--- src/rtl/bank_mapper_pkg.sv ---
package bank_mapper_pkg;

    parameter int CPU_AW  = 16;
    parameter int PG_BITS = 12;
    parameter int BASE_W  = 8;
    parameter int SEL_W   = 3;

    localparam int PAGE_W = CPU_AW - PG_BITS;
    localparam int PA_W   = BASE_W + PG_BITS;

    typedef enum logic [SEL_W-1:0] {
        SEL_BOUND = 3'd0,
        SEL_RBASE = 3'd1,
        SEL_WBASE = 3'd2,
        SEL_BOTH  = 3'd3,
        SEL_CBASE = 3'd4
    } map_sel_e;

    typedef struct packed {
        logic [PAGE_W-1:0] bound;
        logic [BASE_W-1:0] rd_base;
        logic [BASE_W-1:0] wr_base;
        logic [BASE_W-1:0] com_base;
    } map_cfg_t;

    typedef struct packed {
        logic            common;
        logic [PA_W-1:0] addr;
    } map_out_t;

    localparam map_cfg_t CFG_RESET = '{bound: '1, rd_base: '0, wr_base: '0, com_base: '0};

    function automatic logic [PAGE_W-1:0] page_of(input logic [CPU_AW-1:0] a);
        return a[CPU_AW-1:PG_BITS];
    endfunction

    function automatic logic [PA_W-1:0] relocate(input logic [BASE_W-1:0] base,
                                                 input logic [CPU_AW-1:0] a);
        return {base, {PG_BITS{1'b0}}} + PA_W'(a);
    endfunction

endpackage

--- src/rtl/bank_mapper_regs.sv ---
module bank_mapper_regs
    import bank_mapper_pkg::*;
(
    input  logic              clk,
    input  logic              rst,
    input  logic              wr_en,
    input  logic [SEL_W-1:0]  sel,
    input  logic [BASE_W-1:0] data,
    output map_cfg_t          cfg
);

    always_ff @(posedge clk) begin
        if (rst) begin
            cfg <= CFG_RESET;
        end else if (wr_en) begin
            case (sel)
                SEL_BOUND: cfg.bound    <= data[PAGE_W-1:0];
                SEL_RBASE: cfg.rd_base  <= data;
                SEL_WBASE: cfg.wr_base  <= data;
                SEL_BOTH: begin
                    cfg.rd_base <= data;
                    cfg.wr_base <= data;
                end
                SEL_CBASE: cfg.com_base <= data;
                default: ;
            endcase
        end
    end

    assert_reset_state_R1: assert property (@(posedge clk)
        rst |=> (cfg == CFG_RESET));

    assert_unused_sel_hold_R9: assert property (@(posedge clk) disable iff (rst)
        (!wr_en || sel > SEL_W'(SEL_CBASE)) |=> $stable(cfg));

    assert_both_equal_R7: assert property (@(posedge clk) disable iff (rst)
        (wr_en && sel == SEL_W'(SEL_BOTH)) |=> (cfg.rd_base == cfg.wr_base && cfg.rd_base == $past(data)));

    assert_rbase_only_R6: assert property (@(posedge clk) disable iff (rst)
        (wr_en && sel == SEL_W'(SEL_RBASE)) |=> ($stable(cfg.wr_base) && $stable(cfg.bound) && $stable(cfg.com_base)));

endmodule

--- src/rtl/bank_mapper_xlate.sv ---
module bank_mapper_xlate
    import bank_mapper_pkg::*;
(
    input  map_cfg_t          cfg,
    input  logic [CPU_AW-1:0] addr,
    input  logic              is_wr,
    output map_out_t          res
);

    logic              in_common;
    logic [BASE_W-1:0] bank_base;
    logic [BASE_W-1:0] use_base;

    always_comb begin
        in_common  = (page_of(addr) >= cfg.bound);
        bank_base  = is_wr ? cfg.wr_base : cfg.rd_base;
        use_base   = in_common ? cfg.com_base : bank_base;
        res.common = in_common;
        res.addr   = relocate(use_base, addr);
    end

endmodule

--- src/rtl/bank_mapper.sv ---
module bank_mapper
    import bank_mapper_pkg::*;
(
    input  logic              clk,
    input  logic              rst,
    input  logic              io_wr,
    input  logic [SEL_W-1:0]  io_sel,
    input  logic [BASE_W-1:0] io_data,
    input  logic [CPU_AW-1:0] cpu_addr,
    input  logic              cpu_wr,
    output logic [PA_W-1:0]   phys_addr,
    output logic              phys_common
);

    map_cfg_t cfg;
    map_out_t res;

    bank_mapper_regs u_regs (
        .clk   (clk),
        .rst   (rst),
        .wr_en (io_wr),
        .sel   (io_sel),
        .data  (io_data),
        .cfg   (cfg)
    );

    bank_mapper_xlate u_xlate (
        .cfg   (cfg),
        .addr  (cpu_addr),
        .is_wr (cpu_wr),
        .res   (res)
    );

    assign phys_addr   = res.addr;
    assign phys_common = res.common;

    assert_offset_pass_R11: assert property (@(posedge clk) disable iff (rst)
        phys_addr[PG_BITS-1:0] == cpu_addr[PG_BITS-1:0]);

    assert_zero_bound_common_R10: assert property (@(posedge clk) disable iff (rst)
        (cfg.bound == '0) |-> phys_common);

    assert_bound_load_R2: assert property (@(posedge clk) disable iff (rst)
        (io_wr && io_sel == SEL_W'(SEL_BOUND)) |=> (cfg.bound == $past(io_data[PAGE_W-1:0])));

endmodule

--- config.mk ---
export PLATFORM = sky130hd
export DESIGN_NAME = bank_mapper
export DESIGN_NICKNAME = d
export VERILOG_FILES = /design/src/rtl/bank_mapper_pkg.sv /design/src/rtl/bank_mapper_regs.sv /design/src/rtl/bank_mapper_xlate.sv /design/src/rtl/bank_mapper.sv
export SDC_FILE = /design/constraint.sdc
export NUM_CORES = 1
export LEC_CHECK = 0
export BUFFER_PORTS_ARGS = -buffer_cell sky130_fd_sc_hd__buf_2
export CAP_MARGIN = 10
export CORE_MARGIN = 4
export CORE_UTILIZATION = 50
export CTS_BUF_LIST = sky130_fd_sc_hd__clkbuf_4 sky130_fd_sc_hd__clkbuf_8
export DETAILED_ROUTE_END_ITERATION = 6
export PLACE_DENSITY = 0.79
export SLEW_MARGIN = 20
export SYNTH_ARGS = -nofsm -noshare
export SYNTH_HDL_FRONTEND = slang
export SYNTH_SLANG_ARGS = --single-unit
--- constraint.sdc ---
create_clock -name clk -period 3.85 [get_ports clk]
set_clock_uncertainty 0.1 [all_clocks]
set_input_delay 0.5775 -clock clk [delete_from_list [all_inputs] [get_ports clk]]
set_output_delay 0.5775 -clock clk [all_outputs]
set_load 0.01 [all_outputs]
Word level (Yosys, flattened, before mapping)
Index checks and enable logic that the tools add are counted.
W data, S select, Z words.
{ "word_totals": {"wordCells": 19, "regBits": 28} }
{ "classes": {"n_reduce_logical": 7, "mux": 2, "order_cmp": 1, "n_addsub": 1, "n_eq_ne": 4} }
{ "ops": {"columns": ["cell", "n"], "rows": [
  ["$add A20 B16 Y20", 1],
  ["$mux W8", 2],
  ["$reduce_and A2 Y1", 4],
  ["$eq A3 B2 Y1 const B", 2],
  ["$ge A4 B4 Y1", 1],
  ["$reduce_or A2 Y1", 2],
  ["$eq A3 B1 Y1 const B", 1],
  ["$eq A3 B3 Y1 const B", 1],
  ["$logic_not A3 Y1", 1]
]} }

Logic depth before layout (Yosys ltp)
Gate-level depths: netlist of the first run.
{ "logic_depth": {"word_depth": 3, "depth_mapped": 15, "mapped_depth_nobuf": 14} }

Hierarchy
A second synthesis of the first run with hierarchy kept.
{ "hier_totals": {"hier_cells": 185, "hier_area_um2": 1778.0} }
{ "modules_own_cells": {"columns": ["module", "instances", "area_each_um2", "cells_each"], "rows": [
  ["bank_mapper_regs", 1, 1172.4, 108],
  ["bank_mapper_xlate", 1, 605.6, 77]
]} }

Worst setup path before layout of the first run
Ideal clock, no wire load.
{ "synth_path": {"path_kind": "input to output", "start": "in cpu_addr[15]", "end": "out phys_addr[18]", "t_required_ns": 3.172, "cell_stages": 13, "path_slack_ns": 0.016, "arrival_ns": 3.156, "cell_sequence": "ha_1 > o211ai_1 > o21ai_2 > clkbuf_1 > o21ai_0 > ha_1 > fa_1 > a21o_1 > a21oi_1 > nor3_1 > xnor2_1 > nor2_1 > a21oi_1"} }
{ "synth_via": {"elab_chain_len": 3} }
{ "synth_rtl": {"columns": ["element", "line", "rtl"], "rows": [
  ["start, declared", "bank_mapper.sv:9", "input logic [CPU_AW-1:0] cpu_addr,"],
  ["$ge A4 B4 Y1", "bank_mapper_xlate.sv:15", "in_common = (page_of(addr) >= cfg.bound);"],
  ["via phys_common", "bank_mapper.sv:12", "output logic phys_common"],
  ["$mux W8", "bank_mapper_xlate.sv:17", "use_base = in_common ? cfg.com_base : bank_base;"],
  ["$add A20 B16 Y20", "bank_mapper_pkg.sv:39", "return {base, {PG_BITS{1'b0}}} + PA_W'(a);"],
  ["end, declared", "bank_mapper.sv:11", "output logic [PA_W-1:0] phys_addr,"]
]} }
The timed path passes the listed nets, and every way through them passes these cells.

Worst setup path after layout of the first run
{ "layout_path": {"start": "in cpu_addr[12]", "end": "out phys_addr[19]"} }
{ "layout_via": {"elab_chain_len": 3} }
{ "layout_rtl": {"columns": ["element", "line"], "rows": [
  ["$ge A4 B4 Y1", "bank_mapper_xlate.sv:15"],
  ["$mux W8", "bank_mapper_xlate.sv:17"],
  ["$add A20 B16 Y20 (*)", "bank_mapper_pkg.sv:39"]
]} }
Mark *: on every way between the ends. The rest lies on a longest branch, timed or not.

==> results of run 1 <==
## worst register-to-register path, cell delays in order, from the launching register on
cell     delay, ns
dfxtp_1       0.33
inv_1         0.09
a21oi_1       0.05
a311o_1       0.35
## final timing paths
| kind | slack (ns) | startpoint | end |
|---|---|---|---|
| setup / recovery | 0.21 | cpu_addr[12] | phys_addr[19] |
| hold reg to reg | 0.36 | u_regs.cfg[12] | u_regs.cfg[12] |
| setup reg to reg | 2.85 | u_regs.cfg[26] | u_regs.cfg[26] |
| hold / removal | 0.36 | u_regs.cfg[12] | u_regs.cfg[12] |
## layer usage
metal | up-vias | track usage, % | routed length (um)
met2 | 36 | 25.4 | 1400
met5 | - | 0 | 0
met3 | 7 | 2.95 | 197
li1 | 669 | - | -
met4 | 0 | 10.3 | 81
met1 | 582 | 22.6 | 1550
## cells by family after synthesis
| family | share of synthesized area [%] |
|---|---|
| simple gates | 18.0 |
| compound gates | 14.3 |
| buf+inv | 9.77 |
| flops | 34.7 |
| mux | 11.5 |
| fa+ha+maj | 7.44 |
| xor+xnor | 4.34 |
## cells in the final DEF, fill, tap and decap left out, drive strengths merged
cell	n
and3	2
o21bai	1
xnor2	5
nor2	13
buf	30
a211o	1
fa	1
nor3	1
a211oi	1
xor2	3
ha	8
nor3b	1
nor4b	1
o211ai	1
o21ai	6
mux2	1
a311o	3
mux2i	17
inv	5
nor2b	2
nand3	17
clkbuf	4
nand2	24
a21o	2
a21oi	24
dfxtp	28
## cell type report
cell class | count | area [um^2] | area share, %
Timing Repair Buffer | 30 | 158 | 9.09
Inverter | 5 | 18.8 | 1.08
Clock buffer | 4 | 36.3 | 2.09
Sequential cell | 28 | 561 | 32.3
Multi-Input combinational cell | 135 | 906 | 52.2
Tap cell | 44 | 55.1 | 3.17
## stage by stage
| stage | instance area, um^2 | setup slack [ns] |
|---|---|---|
| final | 1730 | 0.207 |
| after global routing | 1730 | 0.000124 |
| after CTS | 1720 | 0.00846 |
| after detailed placement | 1690 | 0.0214 |
| after global placement | 1690 | 0.107 |
| after floorplan | 1610 | 0.0161 |
## power groups by stage
stage | Combinational [W] | Sequential, W | Clock [W]
global route | 0.000109 | 0.000304 | 0.000166
finish | 0.0000978 | 0.000303 | 0.000148
floorplan | 0.0000767 | 0.000308 | 0
global placement | 0.0000950 | 0.000309 | 0
detailed placement | 0.0000966 | 0.000309 | 0
CTS | 0.0000971 | 0.000303 | 0.000150
==> results.sh, run 1 <==
export IMPL_fmax_mhz=275
export IMPL_synth_cells=191
export IMPL_drtIter0Drc=41
export IMPL_n_fill_cell=284
export IMPL_required_ns=3.17
export IMPL_synthTopCellsByArea="dfxtp_1 (35%), mux2i_1 (11%), a21oi_1 (7.4%)"
export IMPL_core_area_mm2=0.00308
export IMPL_final_cells=246
export IMPL_post_drt_wl_per_cell_um=13.2
export IMPL_final_max_slew_viol_count=0
export IMPL_path_cells="buf_2 > inv_1 > ha_1 > nor3b_2 > o21ai_2 > buf_4 > nand2_1 > o21ai_0 > ha_1 > o21ai_0 > o21bai_1 > nor4b_4 > xor2_1 > mux2i_1 > buf_2"
export IMPL_hp_class="flop to flop"
export IMPL_drc_errors=0
export IMPL_ctsHoldBuffers=0
export IMPL_wirelength_um=3240
export IMPL_critPathSlowestCell="ha_1"
export IMPL_largest_register_ff_count=28
export IMPL_start_kind="primary input"
export IMPL_grt_usage_pct=17.0
export IMPL_grt_pass1_vias=1159
export IMPL_tightest_slew_ns=0.881
export IMPL_num_rows=20
export IMPL_netlist_area_mm2=0.00161
export IMPL_dpl_cell_count=242
export IMPL_clock_latency_ns=0.34
export IMPL_syn_mean_instance_area_um2=8.45
export IMPL_swShare_pct=27.7
export IMPL_postCtsSetupBuffers=0
export IMPL_synth_common_cells="dfxtp_1 (28), a21oi_1 (24), nand2_1 (24)"
export IMPL_gp_congestion=0.822
export IMPL_fin_setup_tns_ns=0
export IMPL_cts_root_buffer="clkbuf_4"
export IMPL_antenna_found_initial=0
export IMPL_synth_edff_count=0
export IMPL_pwr_density_cell_mw_per_mm2=317
export IMPL_initial_core_util_pct=52.4
export IMPL_p_clk_share_pct=27.0
export IMPL_drive_gt1_share_pct=20.3
export IMPL_timing_hold_ws_ns=0.364
export IMPL_ys_seq_area_share_pct=34.7
export IMPL_clk_pin_slew_ns=0.15
export IMPL_maxCapViolations=0
export IMPL_ant_nets=0
export IMPL_grt_overflow=0
export IMPL_crit_family="adder cells"
export IMPL_power_frac_seq_pct=55.1
export IMPL_ys_warn_count=0
export IMPL_p_leak_nw=0.732
export IMPL_async_flop_share_pct=0
export IMPL_combPwrFrac_pct=17.8
export IMPL_ys_flop_type="dfxtp_1"
export IMPL_status="complete, no violations"
export IMPL_top_register="u_regs.cfg"
export IMPL_place_hpwl_um=2440
export IMPL_fin_crit_sh_pct=94.6
export IMPL_cts_tree="built"
export IMPL_cp_end_kind="primary output"
export IMPL_die_y_um=64.8
export IMPL_critPathMaxStageDelay_ns=0.36
export IMPL_hold_violations=0
export IMPL_top_regs="u_regs.cfg x28"
export IMPL_setup_viol=0
export IMPL_grt_setup_unrepaired="no"
export IMPL_grt_pass1_wl_um=5530
export IMPL_synth_top_cell_area_share_pct=34.7
export IMPL_critPathKind="primary input to primary output"
export IMPL_power_total_w=0.000549
export IMPL_ir_worst_vdd_mv=0.133
export IMPL_p_sw_w=0.000152
export IMPL_finish_utilization_pct=56.3
export IMPL_diodes=0
export IMPL_max_clock_path_buffers=2
export IMPL_arrival_ns=2.97
export IMPL_yosysMostFrequentCell="dfxtp_1"
export IMPL_fin_crit_ns=3.64
export IMPL_clock_sink_count=28
export IMPL_cts_resized=0
export IMPL_ios=52
export IMPL_synth_area_leader_cell="dfxtp_1"
export IMPL_htree_levels=1
export IMPL_via_per_inst=5.26
export IMPL_slew_headroom_pct=41.1
export IMPL_dr_pass1_iters=5
export IMPL_cp_depth=15
export IMPL_grt_max_degree=29
export IMPL_synth_fp_nets=231
export IMPL_die_w_um=64.8
export IMPL_worstRegToRegCells=3
export IMPL_syn2layout_area_growth_pct=7.44
export IMPL_min_path_cells=2
export IMPL_crit_path_max_fanout=7
export IMPL_fin_nets=243
export IMPL_p_int_w=0.000397
export IMPL_synth_seq_cells=28
export IMPL_port_buffers=27
export IMPL_vias=1294
export IMPL_path_buf_inv=4
export IMPL_numCtsBuffers=3
export IMPL_yosysUniqueCellTypes=28
export IMPL_dieArea_mm2=0.00420
Note: power is estimated with default switching activity, not from simulation.
==> inputs of run 2 (changes only) <==
Settings changed: REMOVE_ABC_BUFFERS set to 1.
==> results.sh, run 2 (synthesis results as in run 1) <==
export IMPL_critPathSlowestCell="dfxtp_1"
export IMPL_num_rows=20
export IMPL_p_leak_nw=0.752
export IMPL_wirelength_um=3430
export IMPL_start_kind="flop"
export IMPL_cts_root_buffer="clkbuf_4"
export IMPL_clock_sink_count=28
export IMPL_syn2layout_area_growth_pct=10.0
export IMPL_clk_pin_slew_ns=0.15
export IMPL_diodes=0
export IMPL_path_cells="inv_1 > ha_1 > o211ai_1 > o21ai_2 > nand2_1 > o21ai_1 > ha_1 > a211oi_1 > o21bai_1 > nor4b_4 > xor2_1 > mux2i_1 > buf_2"
export IMPL_drc_errors=0
export IMPL_cp_end_kind="primary output"
export IMPL_ant_nets=0
export IMPL_grt_pass1_wl_um=5660
export IMPL_path_buf_inv=2
export IMPL_slew_headroom_pct=64.7
export IMPL_ios=52
export IMPL_fin_crit_sh_pct=93.9
export IMPL_gp_congestion=0.726
export IMPL_grt_pass1_vias=1217
export IMPL_via_per_inst=5.33
export IMPL_initial_core_util_pct=52.4
export IMPL_grt_overflow=0
export IMPL_die_w_um=64.8
export IMPL_fmax_mhz=277
export IMPL_largest_register_ff_count=28
export IMPL_ir_worst_vdd_mv=0.146
export IMPL_max_clock_path_buffers=2
export IMPL_tightest_slew_ns=0.528
export IMPL_top_regs="u_regs.cfg x28"
export IMPL_status="complete, no violations"
export IMPL_place_hpwl_um=2610
export IMPL_fin_nets=246
export IMPL_crit_path_max_fanout=6
export IMPL_fin_setup_tns_ns=0
export IMPL_crit_path_frequent_cell="ha_1"
export IMPL_critPathMaxStageDelay_ns=0.33
export IMPL_clock_latency_ns=0.32
export IMPL_crit_family="compound AO/OA/AOI/OAI gates"
export IMPL_fin_crit_ns=3.61
export IMPL_finish_utilization_pct=57.7
export IMPL_critPathKind="flop to primary output"
export IMPL_numCtsBuffers=3
export IMPL_drtIter0Drc=28
export IMPL_grt_usage_pct=17.0
export IMPL_layout_commonest_cell="dfxtp_1"
export IMPL_post_drt_wl_per_cell_um=13.8
export IMPL_arrival_ns=2.94
export IMPL_grt_max_degree=29
export IMPL_port_buffers=27
export IMPL_antenna_found_initial=0
export IMPL_hold_violations=0
export IMPL_top_register="u_regs.cfg"
export IMPL_cts_tree="built"
export IMPL_drive_gt1_share_pct=21.5
export IMPL_final_cell_mix="dfxtp_1 (28), buf_2 (27), nand2_1 (24), a21oi_1 (23)"
export IMPL_core_area_mm2=0.00308
export IMPL_final_max_slew_viol_count=0
export IMPL_setup_viol=0
export IMPL_maxCapViolations=0
export IMPL_n_fill_cell=290
export IMPL_required_ns=3.17
export IMPL_vias=1326
export IMPL_hp_class="flop to flop"
export IMPL_pwr_density_cell_mw_per_mm2=336
export IMPL_die_y_um=64.8
export IMPL_dr_pass1_iters=4
export IMPL_dieArea_mm2=0.00420
export IMPL_htree_levels=1
export IMPL_grt_setup_unrepaired="no"
run 2: cell count changes in the layout (fill, tap and decap cells not counted), sizes merged:
cell    before  now
buf         30   33
bufinv       0    1
clkbuf       4    3
run 2: path summary, 6_finish.rpt:
check / cells past startpoint / to / start / slack, ns
max: 13 / phys_addr[19] / u_regs.cfg[27] / 0.24
min: 2 / u_regs.cfg[8] / u_regs.cfg[8] / 0.36
max reg2reg: 3 / u_regs.cfg[26] / u_regs.cfg[26] / 2.87
min reg2reg: 2 / u_regs.cfg[8] / u_regs.cfg[8] / 0.36
run 2: power breakdown:
part | internal [W] | switching (W)
clock network | 0.000105 | 0.0000855
registers | 0.000299 | 0.00000414
logic | 0.0000438 | 0.0000584
run 2: per-layer routing:
layer / share of wire (%) / GRT usage (%)
met1: 47 / 23.7
met2: 47 / 25.7
met3: 4.7 / 3.81
met4: 1.5 / 6.33
met5: 0 / 0
run 2: layout make-up:
class / count / area (um^2) / share of cell area, %
multi-input combinational: 135 / 905 / 51.0
timing repair buffer: 33 / 184 / 10.4
tap: 44 / 55.1 / 3.10
inverter: 5 / 18.8 / 1.06
sequential: 28 / 561 / 31.6
clock inverter: 1 / 30.0 / 1.69
clock buffer: 3 / 22.5 / 1.27
run 2: per-stage QoR:
step / instances / hold WS, ns / setup slack [ns] / instance area, um^2 / total power [W]
5_1_grt: 249 / 0.384 / 0.00107 / 1780 / 0.000626
4_1_cts: 246 / 0.365 / 0.116 / 1740 / 0.000593
3_5_place_dp: 242 / 0.346 / 0.118 / 1690 / 0.000405
3_3_place_gp: 242 / 0.342 / 0.198 / 1690 / 0.000403
6_report: 249 / 0.364 / 0.236 / 1780 / 0.000596
2_1_floorplan: 168 / 0.330 / 0.0989 / 1480 / 0.000362
run 2: worst reg2reg max path: stages (launching register included):
cell	delay, ns
dfxtp_1	0.32
inv_1	0.09
a21oi_1	0.05
a311o_1	0.32
run 2: what timing repair did:
item | CTS | global route
hold buffers | 0 | 0
endpoints found under the setup margin | 0 | 3
setup buffers | 0 | 3
gates resized for setup | 0 | 8
==> inputs of run 3 (changes only) <==
Settings changed: CELL_PAD_IN_SITES_DETAIL_PLACEMENT set to 0, CELL_PAD_IN_SITES_GLOBAL_PLACEMENT set to 1, CORE_UTILIZATION 50 to 38, PLACE_DENSITY 0.79 to not set, PLACE_DENSITY_LB_ADDON set to 0.1.
==> results.sh, run 3 (synthesis results as in run 1) <==
export IMPL_num_rows=23
export IMPL_final_cell_mix="dfxtp_1 (28), buf_2 (27), nand2_1 (24), a21oi_1 (23)"
export IMPL_clk_pin_slew_ns=0.10
export IMPL_cts_tree="built"
export IMPL_p_clk_share_pct=36.4
export IMPL_worstRegToRegCells=3
export IMPL_combPwrFrac_pct=16.6
export IMPL_place_hpwl_um=2960
export IMPL_drc_errors=0
export IMPL_drive_gt1_share_pct=23.1
export IMPL_start_kind="primary input"
export IMPL_max_clock_path_buffers=2
export IMPL_port_buffers=27
export IMPL_via_per_inst=5.31
export IMPL_hp_class="flop to flop"
export IMPL_p_leak_nw=0.778
export IMPL_critPathKind="primary input to primary output"
export IMPL_finish_utilization_pct=45.1
export IMPL_antenna_found_initial=0
export IMPL_htree_levels=1
export IMPL_maxCapViolations=0
export IMPL_setup_viol=0
export IMPL_fin_crit_sh_pct=95.3
export IMPL_crit_path_max_fanout=5
export IMPL_grt_usage_pct=15.4
export IMPL_final_cells=258
export IMPL_tightest_slew_ns=0.519
export IMPL_final_max_slew_viol_count=0
export IMPL_swShare_pct=24.8
export IMPL_core_area_mm2=0.00406
export IMPL_ios=52
export IMPL_p_int_w=0.000484
export IMPL_hp_start="u_regs.cfg[13]"
export IMPL_p_sw_w=0.000160
export IMPL_drtIter0Drc=47
export IMPL_min_path_cells=2
export IMPL_ir_worst_vdd_mv=0.168
export IMPL_wirelength_um=3900
export IMPL_layout_commonest_cell="dfxtp_1"
export IMPL_largest_register_ff_count=28
export IMPL_die_y_um=73.2
export IMPL_vias=1371
export IMPL_timing_rr_start="u_regs.cfg[26]"
export IMPL_top_regs="u_regs.cfg x28"
export IMPL_slew_headroom_pct=65.3
export IMPL_dpl_cell_count=249
export IMPL_dr_pass1_iters=4
export IMPL_grt_max_degree=29
export IMPL_grt_pass1_vias=1329
export IMPL_hold_violations=0
export IMPL_die_w_um=73.2
export IMPL_rrSetupSlack_ns=2.87
export IMPL_top_register="u_regs.cfg"
export IMPL_cp_end_kind="primary output"
export IMPL_fmax_mhz=273
export IMPL_initial_core_util_pct=39.8
export IMPL_grt_pass1_wl_um=6370
export IMPL_numCtsBuffers=3
export IMPL_ant_nets=0
export IMPL_syn2layout_area_growth_pct=13.3
export IMPL_fin_crit_ns=3.67
export IMPL_clock_latency_ns=0.28
export IMPL_status="complete, no violations"
export IMPL_hold_path_end="u_regs.cfg[13]"
export IMPL_cts_root_buffer="clkbuf_8"
export IMPL_timing_hold_ws_ns=0.362
export IMPL_clock_sink_count=28
export IMPL_pwr_density_cell_mw_per_mm2=352
export IMPL_worst_r2r_endpoint="u_regs.cfg[26]"
export IMPL_diodes=0
export IMPL_fin_nets=249
export IMPL_required_ns=3.17
export IMPL_arrival_ns=2.99
export IMPL_power_frac_seq_pct=47.0
export IMPL_post_drt_wl_per_cell_um=15.1
export IMPL_dieArea_mm2=0.00535
export IMPL_grt_overflow=0
export IMPL_gp_congestion=0.714
==> run 3: power by group through the flow <==
stage,sequential [W],combinational [W],clock (W)
floorplan,0.000308,0.0000538,0
global placement,0.000309,0.0000959,0
detailed placement,0.000309,0.0000988,0
CTS,0.000303,0.0000991,0.000239
global route,0.000304,0.000119,0.000250
finish,0.000303,0.000107,0.000235
==> run 3: layout make-up <==
| class | instances | area [um^2] |
|---|---|---|
| clock buffer | 3 | 41.3 |
| clock inverter | 1 | 30.0 |
| inverter | 5 | 18.8 |
| timing repair buffer | 36 | 206 |
| fill | 413 | 2230 |
| tap | 50 | 62.6 |
| sequential | 28 | 561 |
| multi-input combinational | 135 | 908 |
==> run 3: worst max-delay path: stages <==
cell and delay, ns:
buf_2 0.13, ha_1 0.29, o211ai_1 0.21, o21ai_2 0.14, nand2_1 0.09, o21ai_1 0.07
ha_1 0.23, fa_2 0.36, a21o_1 0.18, a21oi_2 0.18, nor3_1 0.07, xnor2_1 0.16
nor2_1 0.05, a21oi_1 0.10, buf_2 0.14
==> run 3: timing repair <==
| item | 4_1_cts | 5_1_grt |
|---|---|---|
| buffers inserted | 0 | 5 |
| hold buffers | 0 | 0 |
| endpoints found under the setup margin | 0 | 3 |
| gates resized for setup | 0 | 9 |
==> run 3: worst max path at each step <==
stage | cells after the start | to | start
2_1_floorplan | 12 | phys_addr[18] | cpu_addr[15]
3_3_place_gp | 16 | phys_addr[18] | cpu_addr[12]
3_5_place_dp | 15 | phys_addr[18] | cpu_addr[13]
4_1_cts | 15 | phys_addr[18] | cpu_addr[13]
5_1_grt | 15 | phys_addr[19] | cpu_addr[13]
6_report | 15 | phys_addr[18] | cpu_addr[13]
==> run 3: stage by stage <==
step / TNS (ns) / area [um^2] / worst slack (ns) / power [W]
2_1_floorplan: 0 / 1480 / 0.0989 / 0.000362
3_5_place_dp: 0 / 1700 / 0.0271 / 0.000408
3_3_place_gp: 0 / 1700 / 0.186 / 0.000405
6_report: 0 / 1830 / 0.180 / 0.000644
4_1_cts: 0 / 1770 / 0.0248 / 0.000640
5_1_grt: -0.0172 / 1830 / -0.0172 / 0.000673
==> run 3: per-layer routing <==
metal / GRT usage [%] / routed length (um) / up-vias / part of all wire, %
li1: - / - / 682 / -
met1: 20.9 / 1800 / 630 / 46
met2: 23.4 / 1750 / 52 / 45
met3: 4.13 / 279 / 7 / 7.2
met4: 5.53 / 68 / 0 / 1.7
met5: 0 / 0 / - / 0
